File: src/rtl/txpkt_pkg.sv
`timescale 1ns/1ps
package txpkt_pkg;

    typedef enum logic [0:0] {
        ST_IDLE = 1'b0,
        ST_SEND = 1'b1
    } tx_state_e;

    localparam int BYTE_W = 8;

endpackage

File: src/rtl/txpkt_mem.sv
`timescale 1ns/1ps
module txpkt_mem #(
    parameter int DEPTH = 62,
    parameter int IDX_W = $clog2(DEPTH)
) (
    input  logic             clk,
    input  logic             rst_n,
    input  logic             lock,
    input  logic             wr_en,
    input  logic [IDX_W-1:0] wr_idx,
    input  logic [7:0]       wr_data,
    input  logic [IDX_W-1:0] rd_a_idx,
    output logic [7:0]       rd_a_data,
    input  logic [IDX_W-1:0] rd_b_idx,
    output logic [7:0]       rd_b_data,
    output logic [7:0]       head_data
);

    logic [7:0] cells [DEPTH];

    for (genvar g = 0; g < DEPTH; g++) begin : g_cell
        logic [7:0] cell_d;
        logic [7:0] cell_q;

        always_comb begin
            cell_d = cell_q;
            if (wr_en && (wr_idx == IDX_W'(g))) begin
                cell_d = wr_data;
            end
        end

        always_ff @(posedge clk) begin
            if (!rst_n) begin
                cell_q <= '0;
            end else begin
                cell_q <= cell_d;
            end
        end

        assign cells[g] = cell_q;
    end

    assign rd_a_data = (int'(rd_a_idx) < DEPTH) ? cells[rd_a_idx] : '0;
    assign rd_b_data = (int'(rd_b_idx) < DEPTH) ? cells[rd_b_idx] : '0;
    assign head_data = cells[0];

    AST_NO_WRITE_WHILE_LOCKED: assert property (@(posedge clk) disable iff (!rst_n)
        lock |-> !wr_en);

    AST_WRITE_IN_RANGE: assert property (@(posedge clk) disable iff (!rst_n)
        wr_en |-> (int'(wr_idx) < DEPTH));

endmodule

File: src/rtl/txpkt_host.sv
`timescale 1ns/1ps
module txpkt_host #(
    parameter int ADDR_W = 10,
    parameter int BASE   = 1,
    parameter int DEPTH  = 62,
    parameter int IDX_W  = $clog2(DEPTH)
) (
    input  logic [ADDR_W-1:0] host_addr,
    input  logic              host_we,
    input  logic [7:0]        host_wdata,
    input  logic              busy,
    input  logic [7:0]        cell_rdata,
    output logic              mem_we,
    output logic [IDX_W-1:0]  mem_idx,
    output logic [7:0]        mem_wdata,
    output logic [7:0]        host_rdata
);

    localparam logic [ADDR_W-1:0] LO_ADDR = ADDR_W'(BASE);
    localparam logic [ADDR_W-1:0] HI_ADDR = ADDR_W'(BASE + DEPTH - 1);

    logic in_range;

    always_comb begin
        in_range   = (host_addr >= LO_ADDR) && (host_addr <= HI_ADDR);
        mem_idx    = IDX_W'(host_addr - LO_ADDR);
        mem_we     = host_we && in_range && !busy;
        mem_wdata  = host_wdata;
        host_rdata = in_range ? cell_rdata : '0;
    end

endmodule

File: src/rtl/txpkt_stream.sv
`timescale 1ns/1ps
module txpkt_stream
    import txpkt_pkg::*;
#(
    parameter int DEPTH   = 62,
    parameter int IDX_W   = $clog2(DEPTH),
    parameter int MIN_LEN = 5,
    parameter int MAX_LEN = 61
) (
    input  logic             clk,
    input  logic             rst_n,
    input  logic             start,
    input  logic [7:0]       len_byte,
    input  logic [7:0]       cur_byte,
    input  logic             m_ready,
    output logic [IDX_W-1:0] rd_idx,
    output logic             m_valid,
    output logic [7:0]       m_data,
    output logic             m_last,
    output logic             busy,
    output logic             done,
    output logic             err
);

    localparam int LEN_W = BYTE_W;

    typedef struct packed {
        tx_state_e        state;
        logic [IDX_W-1:0] idx;
        logic [LEN_W-1:0] len;
        logic             done;
        logic             err;
    } strm_t;

    strm_t st_d, st_q;
    logic  len_ok;
    logic  at_end;

    always_comb begin
        len_ok = (len_byte >= LEN_W'(MIN_LEN)) && (len_byte <= LEN_W'(MAX_LEN));
        at_end = (LEN_W'(st_q.idx) == st_q.len);

        st_d      = st_q;
        st_d.done = 1'b0;
        st_d.err  = 1'b0;

        unique case (st_q.state)
            ST_IDLE: begin
                if (start) begin
                    if (len_ok) begin
                        st_d.state = ST_SEND;
                        st_d.idx   = '0;
                        st_d.len   = len_byte;
                    end else begin
                        st_d.err = 1'b1;
                    end
                end
            end
            ST_SEND: begin
                if (m_ready) begin
                    if (at_end) begin
                        st_d.state = ST_IDLE;
                        st_d.idx   = '0;
                        st_d.done  = 1'b1;
                    end else begin
                        st_d.idx = st_q.idx + 1'b1;
                    end
                end
            end
            default: st_d = st_q;
        endcase
    end

    always_ff @(posedge clk) begin
        if (!rst_n) begin
            st_q <= '0;
        end else begin
            st_q <= st_d;
        end
    end

    assign rd_idx  = st_q.idx;
    assign m_valid = (st_q.state == ST_SEND);
    assign m_data  = cur_byte;
    assign m_last  = m_valid && at_end;
    assign busy    = m_valid;
    assign done    = st_q.done;
    assign err     = st_q.err;

    AST_STALL_HOLDS: assert property (@(posedge clk) disable iff (!rst_n)
        (m_valid && !m_ready) |=> (m_valid && $stable(m_data) && $stable(m_last)));

    AST_DONE_AFTER_LAST: assert property (@(posedge clk) disable iff (!rst_n)
        (m_valid && m_ready && m_last) |=> (done && !m_valid));

    AST_DONE_SINGLE: assert property (@(posedge clk) disable iff (!rst_n)
        done |=> !done);

    AST_ERR_SILENT: assert property (@(posedge clk) disable iff (!rst_n)
        err |-> (!m_valid && !busy));

    AST_START_IGNORED: assert property (@(posedge clk) disable iff (!rst_n)
        (busy && start && !m_ready) |=> (m_valid && $stable(rd_idx)));

    AST_FIRST_IN_WINDOW: assert property (@(posedge clk) disable iff (!rst_n)
        $rose(m_valid) |-> ((m_data >= 8'(MIN_LEN)) && (m_data <= 8'(MAX_LEN))));

endmodule

File: src/rtl/txpkt_buf.sv
`timescale 1ns/1ps
module txpkt_buf #(
    parameter int ADDR_W  = 10,
    parameter int BASE    = 1,
    parameter int DEPTH   = 62,
    parameter int MIN_LEN = 5,
    parameter int MAX_LEN = 61
) (
    input  logic              clk,
    input  logic              rst_n,
    input  logic [ADDR_W-1:0] host_addr,
    input  logic              host_we,
    input  logic [7:0]        host_wdata,
    output logic [7:0]        host_rdata,
    input  logic              tx_start,
    output logic              tx_busy,
    output logic              tx_done,
    output logic              tx_err,
    output logic              m_valid,
    output logic [7:0]        m_data,
    output logic              m_last,
    input  logic              m_ready
);

    localparam int IDX_W = $clog2(DEPTH);

    logic             mem_we;
    logic [IDX_W-1:0] host_idx;
    logic [7:0]       mem_wdata;
    logic [7:0]       host_cell;
    logic [IDX_W-1:0] strm_idx;
    logic [7:0]       strm_cell;
    logic [7:0]       head_cell;
    logic             busy;

    txpkt_host #(
        .ADDR_W (ADDR_W),
        .BASE   (BASE),
        .DEPTH  (DEPTH),
        .IDX_W  (IDX_W)
    ) u_host (
        .host_addr  (host_addr),
        .host_we    (host_we),
        .host_wdata (host_wdata),
        .busy       (busy),
        .cell_rdata (host_cell),
        .mem_we     (mem_we),
        .mem_idx    (host_idx),
        .mem_wdata  (mem_wdata),
        .host_rdata (host_rdata)
    );

    txpkt_mem #(
        .DEPTH (DEPTH),
        .IDX_W (IDX_W)
    ) u_mem (
        .clk       (clk),
        .rst_n     (rst_n),
        .lock      (busy),
        .wr_en     (mem_we),
        .wr_idx    (host_idx),
        .wr_data   (mem_wdata),
        .rd_a_idx  (host_idx),
        .rd_a_data (host_cell),
        .rd_b_idx  (strm_idx),
        .rd_b_data (strm_cell),
        .head_data (head_cell)
    );

    txpkt_stream #(
        .DEPTH   (DEPTH),
        .IDX_W   (IDX_W),
        .MIN_LEN (MIN_LEN),
        .MAX_LEN (MAX_LEN)
    ) u_stream (
        .clk      (clk),
        .rst_n    (rst_n),
        .start    (tx_start),
        .len_byte (head_cell),
        .cur_byte (strm_cell),
        .m_ready  (m_ready),
        .rd_idx   (strm_idx),
        .m_valid  (m_valid),
        .m_data   (m_data),
        .m_last   (m_last),
        .busy     (busy),
        .done     (tx_done),
        .err      (tx_err)
    );

    assign tx_busy = busy;

endmodule

File: config.mk
export PLATFORM = sky130hd
export DESIGN_NAME = txpkt_buf
export DESIGN_NICKNAME = d
export VERILOG_FILES = /design/src/rtl/txpkt_pkg.sv /design/src/rtl/txpkt_mem.sv /design/src/rtl/txpkt_host.sv /design/src/rtl/txpkt_stream.sv /design/src/rtl/txpkt_buf.sv
export SDC_FILE = /design/constraint.sdc
export NUM_CORES = 2
export LEC_CHECK = 0
export BUFFER_PORTS_ARGS = -buffer_cell sky130_fd_sc_hd__buf_2
export CORE_AREA = 2 2 265 267
export DETAILED_ROUTE_END_ITERATION = 16
export DIE_AREA = 0 0 267 269
export GPL_ROUTABILITY_DRIVEN = 0
export SLEW_MARGIN = 30
export SYNTH_ARGS = -nofsm -noshare
export SYNTH_HDL_FRONTEND = slang
export SYNTH_SLANG_ARGS = --single-unit
File: constraint.sdc
create_clock -name clk -period 8.7 [get_ports clk]
set_input_delay 0.87 -clock clk [delete_from_list [all_inputs] [get_ports clk]]
set_output_delay 0.87 -clock clk [all_outputs]
set_load 0.005 [all_outputs]
Yosys cells after proc, flatten, opt, wreduce, memory -nomap -nowiden
Index checks and enable logic that the tools add are counted.
Operators by class
  add/subtract/negate cells: 2
  $lt $le $gt $ge: 8
  equal/unequal tests: 65
  multiplexer cells: 17
  bitwise gates (word level): 5
  reduce and logical (&&, ||, !) cells: 73
Operators by type and width (count)
  == test 6 bit, second input constant: 30
  binary-select mux 8 bit (select 6 bit): 2
  == test 6 x 5 -> 1 bit, second input constant: 16
  logical AND 1 bit: 67
  2-to-1 mux 8 bit: 7
  == test 6 x 4 -> 1 bit, second input constant: 8
  2-to-1 mux 15 bit: 2
  == test 6 x 3 -> 1 bit, second input constant: 4
  >= comparator 7 bit, second input constant: 2
  NOT 6 -> 7 bit: 2
  one-hot mux 7 bit (2 select lines): 1
  == test 6 x 2 -> 1 bit, second input constant: 2
  < comparator 6 bit, second input constant: 2
  >= comparator 10 x 1 -> 1 bit, second input constant: 1
  less-or-equal comparator 10 x 6 -> 1 bit, second input constant: 1
  AND reduction 3 bit: 3
  == test 6 x 8 -> 1 bit: 1
  >= comparator 8 x 3 -> 1 bit, second input constant: 1
  less-or-equal comparator 8 x 6 -> 1 bit, second input constant: 1
  2-to-1 mux 7 bit: 1
  adder 6 x 1 -> 6 bit, second input constant: 1
  == test 6 x 1 -> 1 bit, second input constant: 1
  logical NOT 6 bit: 1
  2-to-1 mux 6 bit: 1
  7 further kinds: 12
Word-level totals
  register bits: 513
  input port bits: 23
  output and inout bits: 21
  logic and storage cells: 237

Logic depth before layout (Yosys ltp)
  word-level depth: 7
  mapped depth: 15
  mapped depth without buffers: 8

By module
A second synthesis with hierarchy kept.
Unflattened totals
  cell total of the unflattened synthesis: 2897
  area total of the unflattened synthesis: 28571.2 um^2
Modules (own cells, without submodules)
  txpkt_mem: times used 1, cells each 2759, area each 27348.7 um^2, seq. area each 9929.5 um^2
  txpkt_stream: times used 1, cells each 101, area each 933.4 um^2, seq. area each 340.3 um^2
  txpkt_host: times used 1, cells each 37, area each 289.0 um^2, seq. area each 0.0 um^2

Worst setup path before layout
No wires, ideal clock.
  kind: input -> output
  from: in host_addr[0]
  to: out host_rdata[5]
  arrival time: 4.171 ns
  data required time: 7.830 ns
  slack: 3.659 ns
  stages: 13
  buffers on the path: 7
  path through: buf_2 buf_2 buf_2 buf_2 inv_1 ha_1 clkbuf_1 clkbuf_1 clkbuf_1 a221oi_1 o21ai_0 o21ai_0 a2111oi_0
On the way
  word-level cells in the longest chain between the ends: 7
  elaborated cells on any way between the ends: 11
  classes of those cells: add/sub: 1; order compare: 3; mux: 5; bitwise: 1; reduce/logical: 1
RTL lines
  start, declared: RTL line txpkt_buf.sv:11  | input logic [ADDR_W-1:0] host_addr,
  subtractor 6 x 1 -> 6 bit: RTL line txpkt_host.sv:26  | mem_idx = IDX_W'(host_addr - LO_ADDR);
  NOT 6 -> 7 bit (implied by the code): RTL line txpkt_mem.sv:43  | assign rd_a_data = (int'(rd_a_idx) < DEPTH) ? cells[rd_a_idx] : '0;
  binary-select mux 8 bit (select 6 bit): RTL line txpkt_mem.sv:43
  2-to-1 mux 8 bit (implied by the code) (2 in series): RTL line txpkt_mem.sv:43
  2-to-1 mux 8 bit: RTL line txpkt_mem.sv:43
  2-to-1 mux 8 bit *: RTL line txpkt_host.sv:29  | host_rdata = in_range ? cell_rdata : '0;
  end, declared: RTL line txpkt_buf.sv:14  | output logic [7:0] host_rdata,
Every way passes the cells marked *; elsewhere a longest branch is shown, timed or not. The select of a mux whose other input is x is not followed.

Worst setup path after layout
  from: in host_addr[0]
  to: out host_rdata[4]
The elaborated chain is that of the path after synthesis.

==> impl_metrics.prom <==
# TYPE chip_impl_metric gauge
chip_impl_metric{name="first_iter_violations",unit=""} 2646
chip_impl_metric{name="nNetsFinal",unit=""} 2620
chip_impl_metric{name="grt.overflow.total",unit=""} 0
chip_impl_metric{name="clock_latency_on_the_worst_skew_pair",unit="ns"} 0.62
chip_impl_metric{name="cts_repair_resize_count",unit=""} 0
chip_impl_metric{name="cts_num_sinks",unit=""} 513
chip_impl_info{name="cts-root-buf",value="sky130_fd_sc_hd__clkbuf_16"} 1
chip_impl_metric{name="netlist_instances",unit=""} 2689
chip_impl_info{name="timing.setup.critical_path_class",value="input pin to output port"} 1
chip_impl_metric{name="numCtsBuffers",unit=""} 56
chip_impl_metric{name="ys_async_sr_fraction",unit="%"} 0
chip_impl_metric{name="layout_worst_path_cycle_share",unit="%"} 65.52
chip_impl_metric{name="grt_pass1_wl",unit="um"} 139400
chip_impl_info{name="yosys.cell_count.top_type",value="sky130_fd_sc_hd__dfxtp_1"} 1
chip_impl_metric{name="p_per_area",unit="nW/um^2"} 172.1
chip_impl_metric{name="detailed_place_hpwl",unit="um"} 59170
chip_impl_metric{name="area_delta_synth_final",unit="%"} 10.27
chip_impl_metric{name="cp.required",unit="ns"} 7.83
chip_impl_metric{name="globalRouteTotalUtil",unit="%"} 25.49
chip_impl_metric{name="antenna_violating_nets_post_route",unit=""} 0
chip_impl_metric{name="synth_seq_cells",unit=""} 513
chip_impl_metric{name="setup_viol",unit=""} 0
chip_impl_metric{name="synth_largest_type_area_fraction",unit="%"} 37.43
chip_impl_metric{name="power",unit="mW"} 5.206
chip_impl_metric{name="ys_seq_area_share",unit="%"} 37.43
chip_impl_metric{name="core",unit="um^2"} 69300
chip_impl_metric{name="first_pass_iters",unit=""} 6
chip_impl_metric{name="critical_path_peak_fanout",unit=""} 55
chip_impl_metric{name="route.vias.total",unit=""} 22040
chip_impl_metric{name="grt_start_max_net_pins",unit=""} 192
chip_impl_metric{name="via_density_per_instance",unit=""} 6.162
chip_impl_metric{name="comb_power_share",unit="%"} 6.2
chip_impl_info{name="cts_tree",value="yes"} 1
chip_impl_info{name="setup.worst_path.start_class",value="input pin"} 1
chip_impl_metric{name="post-route-drc-count",unit=""} 0
chip_impl_metric{name="final_layout_size_suffix_gt1_share",unit="%"} 18.47
chip_impl_metric{name="routedWlPerCell",unit="um"} 25.71
chip_impl_metric{name="antenna_violations_before_repair",unit=""} 4
chip_impl_metric{name="grt_pass1_vias",unit=""} 21610
chip_impl_metric{name="die_w",unit="um"} 267
chip_impl_metric{name="worst_pin_slew",unit="ns"} 1.023
chip_impl_info{name="yosys.area.top_type",value="sky130_fd_sc_hd__dfxtp_1"} 1
chip_impl_info{name="status",value="completed"} 1
chip_impl_metric{name="overall_routed_net_length",unit="um"} 91980
chip_impl_metric{name="power.share.clock",unit="%"} 48.7
chip_impl_metric{name="postCtsHoldBufs",unit=""} 0
chip_impl_info{name="ys_top_cells_by_area",value="sky130_fd_sc_hd__dfxtp_1 37%, sky130_fd_sc_hd__mux4_2 19%, sky130_fd_sc_hd__mux2i_1 17%"} 1
chip_impl_metric{name="achievable-frequency",unit="MHz"} 175.4
chip_impl_metric{name="synth_area",unit="um^2"} 27440
chip_impl_metric{name="postSynthAreaPerCell",unit="um^2"} 10.20
chip_impl_metric{name="timing.final.max_slew_violations",unit=""} 0
chip_impl_metric{name="cts_setup_buffers",unit=""} 0
chip_impl_metric{name="timing.max_cap.violations",unit=""} 0
chip_impl_metric{name="power.sequential.fraction",unit="%"} 45.1
chip_impl_metric{name="clock_transition_at_the_registers_of_the_reported_paths",unit="ns"} 0.06
chip_impl_metric{name="port_buffers",unit=""} 43
chip_impl_metric{name="netSwitchingFraction",unit="%"} 24.18
chip_impl_metric{name="die_area",unit="um^2"} 71820
chip_impl_metric{name="floorplan.rows",unit=""} 97
chip_impl_metric{name="cts_max_level",unit=""} 2
chip_impl_metric{name="synth.yosys.warnings",unit=""} 0
chip_impl_metric{name="start_util",unit="%"} 39.60
chip_impl_info{name="rsz0062_at_grt",value="no"} 1
chip_impl_metric{name="final_hold_viol_count",unit=""} 0
chip_impl_metric{name="internal-power",unit="mW"} 3.947
chip_impl_info{name="worstHoldPathType",value="flop to flop"} 1
chip_impl_metric{name="clock_skew",unit="ns"} 0.01800
chip_impl_metric{name="finalHoldWorstSlack",unit="ns"} 0.4731
chip_impl_metric{name="worstPathArrival",unit="ns"} 4.83
chip_impl_metric{name="switching_power",unit="mW"} 1.259
chip_impl_metric{name="setup-tns-final",unit="ns"} 0
chip_impl_metric{name="finalCriticalPeriod",unit="ns"} 5.700
chip_impl_metric{name="num-fill-cells",unit=""} 6483
chip_impl_metric{name="vdd.ir_drop.worst",unit="mV"} 0.1484
chip_impl_metric{name="synth_enable_flop_cells",unit=""} 0
chip_impl_metric{name="cts_max_path_buffers",unit=""} 3
chip_impl_metric{name="leakagePower",unit="nW"} 9.979
chip_impl_info{name="timing.critical_path.to_type",value="output port"} 1
chip_impl_metric{name="mappedNetlistNets",unit=""} 2717
chip_impl_info{name="dominantRegCellSynth",value="sky130_fd_sc_hd__dfxtp_1"} 1
chip_impl_metric{name="dieHeight",unit="um"} 269
chip_impl_metric{name="max-slew-margin-rel",unit="%"} 31.58
chip_impl_metric{name="boundaryPins",unit=""} 44
chip_impl_metric{name="yosysUniqueCellTypes",unit=""} 65
chip_impl_info{name="ys_top_cells_by_count",value="513 x sky130_fd_sc_hd__dfxtp_1, 460 x sky130_fd_sc_hd__mux2i_1, 457 x sky130_fd_sc_hd__nand2_1"} 1
==> path summary, 6_finish.rpt <==
kind	from	end	slack (ns)	cells after the start
hold reg to reg	u_mem.g_cell[25].cell_q[0]	u_mem.g_cell[25].cell_q[0]	0.47	2
setup / recovery	host_addr[0]	host_rdata[4]	3.00	10
hold / removal	u_mem.g_cell[25].cell_q[0]	u_mem.g_cell[25].cell_q[0]	0.47	2
setup reg to reg	u_stream.busy	u_mem.g_cell[26].cell_q[6]	5.23	5
==> through the flow <==
step	cell area [um^2]	worst slack (ns)	util, %	instances
floorplan	27440	3.659	-	2689
global placement	28250	2.613	40.76	3474
CTS	30240	2.810	43.64	3576
global route	30260	2.869	43.66	3577
finish	30260	3.000	43.66	3577
detailed placement	28310	2.821	40.85	3474
==> cells in the final DEF, fill, tap and decap left out, types with 20 or more instances in the layout <==
cell	instances
sky130_fd_sc_hd__nor2_8	20
sky130_fd_sc_hd__nand3_1	39
sky130_fd_sc_hd__mux2i_1	460
sky130_fd_sc_hd__dfxtp_1	507
sky130_fd_sc_hd__buf_2	41
sky130_fd_sc_hd__mux4_2	233
sky130_fd_sc_hd__nor2_1	215
sky130_fd_sc_hd__o21ai_0	169
sky130_fd_sc_hd__a21oi_1	141
sky130_fd_sc_hd__buf_4	42
sky130_fd_sc_hd__clkbuf_16	57
sky130_fd_sc_hd__nand2_1	454
==> power by group through the flow <==
stage / Clock [mW] / Combinational (mW) / Sequential (mW)
after global placement: 0 / 0.311 / 2.40
after detailed placement: 0 / 0.316 / 2.40
after global routing: 2.66 / 0.337 / 2.35
final: 2.53 / 0.323 / 2.35
after CTS: 2.56 / 0.316 / 2.35
after floorplan: 0 / 0.207 / 2.40
==> layout make-up <==
cell class	instances	area, um^2	share of cell area [%]
multi-input combinational	1925	16210	53.58
sequential	513	10280	33.98
clock buffer	82	1620	5.355
tap	940	1176	3.887
timing repair buffer	90	623.1	2.059
clock inverter	20	311.5	1.030
inverter	6	30.03	0.09924
antenna	1	2.502	0.008270
==> cell families after synthesis <==
family	Yosys count	share of synthesized area, %
compound gates	402	8.185
xor+xnor	11	0.3785
fa+ha+maj	5	0.2280
buf+inv	251	3.912
flops	513	37.43
mux	694	35.94
simple gates	813	13.93
==> flip-flops by register name (all words and copies together) (netlist names) <==
signal and flops:
u_mem.g_cell.cell_q 488, u_mem.head_data 8, u_stream.busy 1, u_stream.done 1, u_stream.err 1, u_stream.rd_idx 6
u_stream.st_q 8
==> critical path, stage by stage <==
cell and delay, ns:
sky130_fd_sc_hd__buf_8 0.40, sky130_fd_sc_hd__inv_1 0.18, sky130_fd_sc_hd__ha_4 0.89, sky130_fd_sc_hd__buf_4 0.63, sky130_fd_sc_hd__mux4_2 0.32, sky130_fd_sc_hd__mux2i_1 0.13
sky130_fd_sc_hd__a32oi_1 0.22, sky130_fd_sc_hd__a31oi_1 0.12, sky130_fd_sc_hd__nor4_1 0.71, sky130_fd_sc_hd__buf_2 0.24
==> routing by layer <==
metal	wire length, um	GRT usage [%]	vias up
met1	37500	33.76	11100
met3	8425	5.708	243
met5	31	0	-
met4	4382	11.87	4
li1	-	-	9556
met2	41640	39.70	1139
Note: power is estimated with default switching activity, not from simulation.
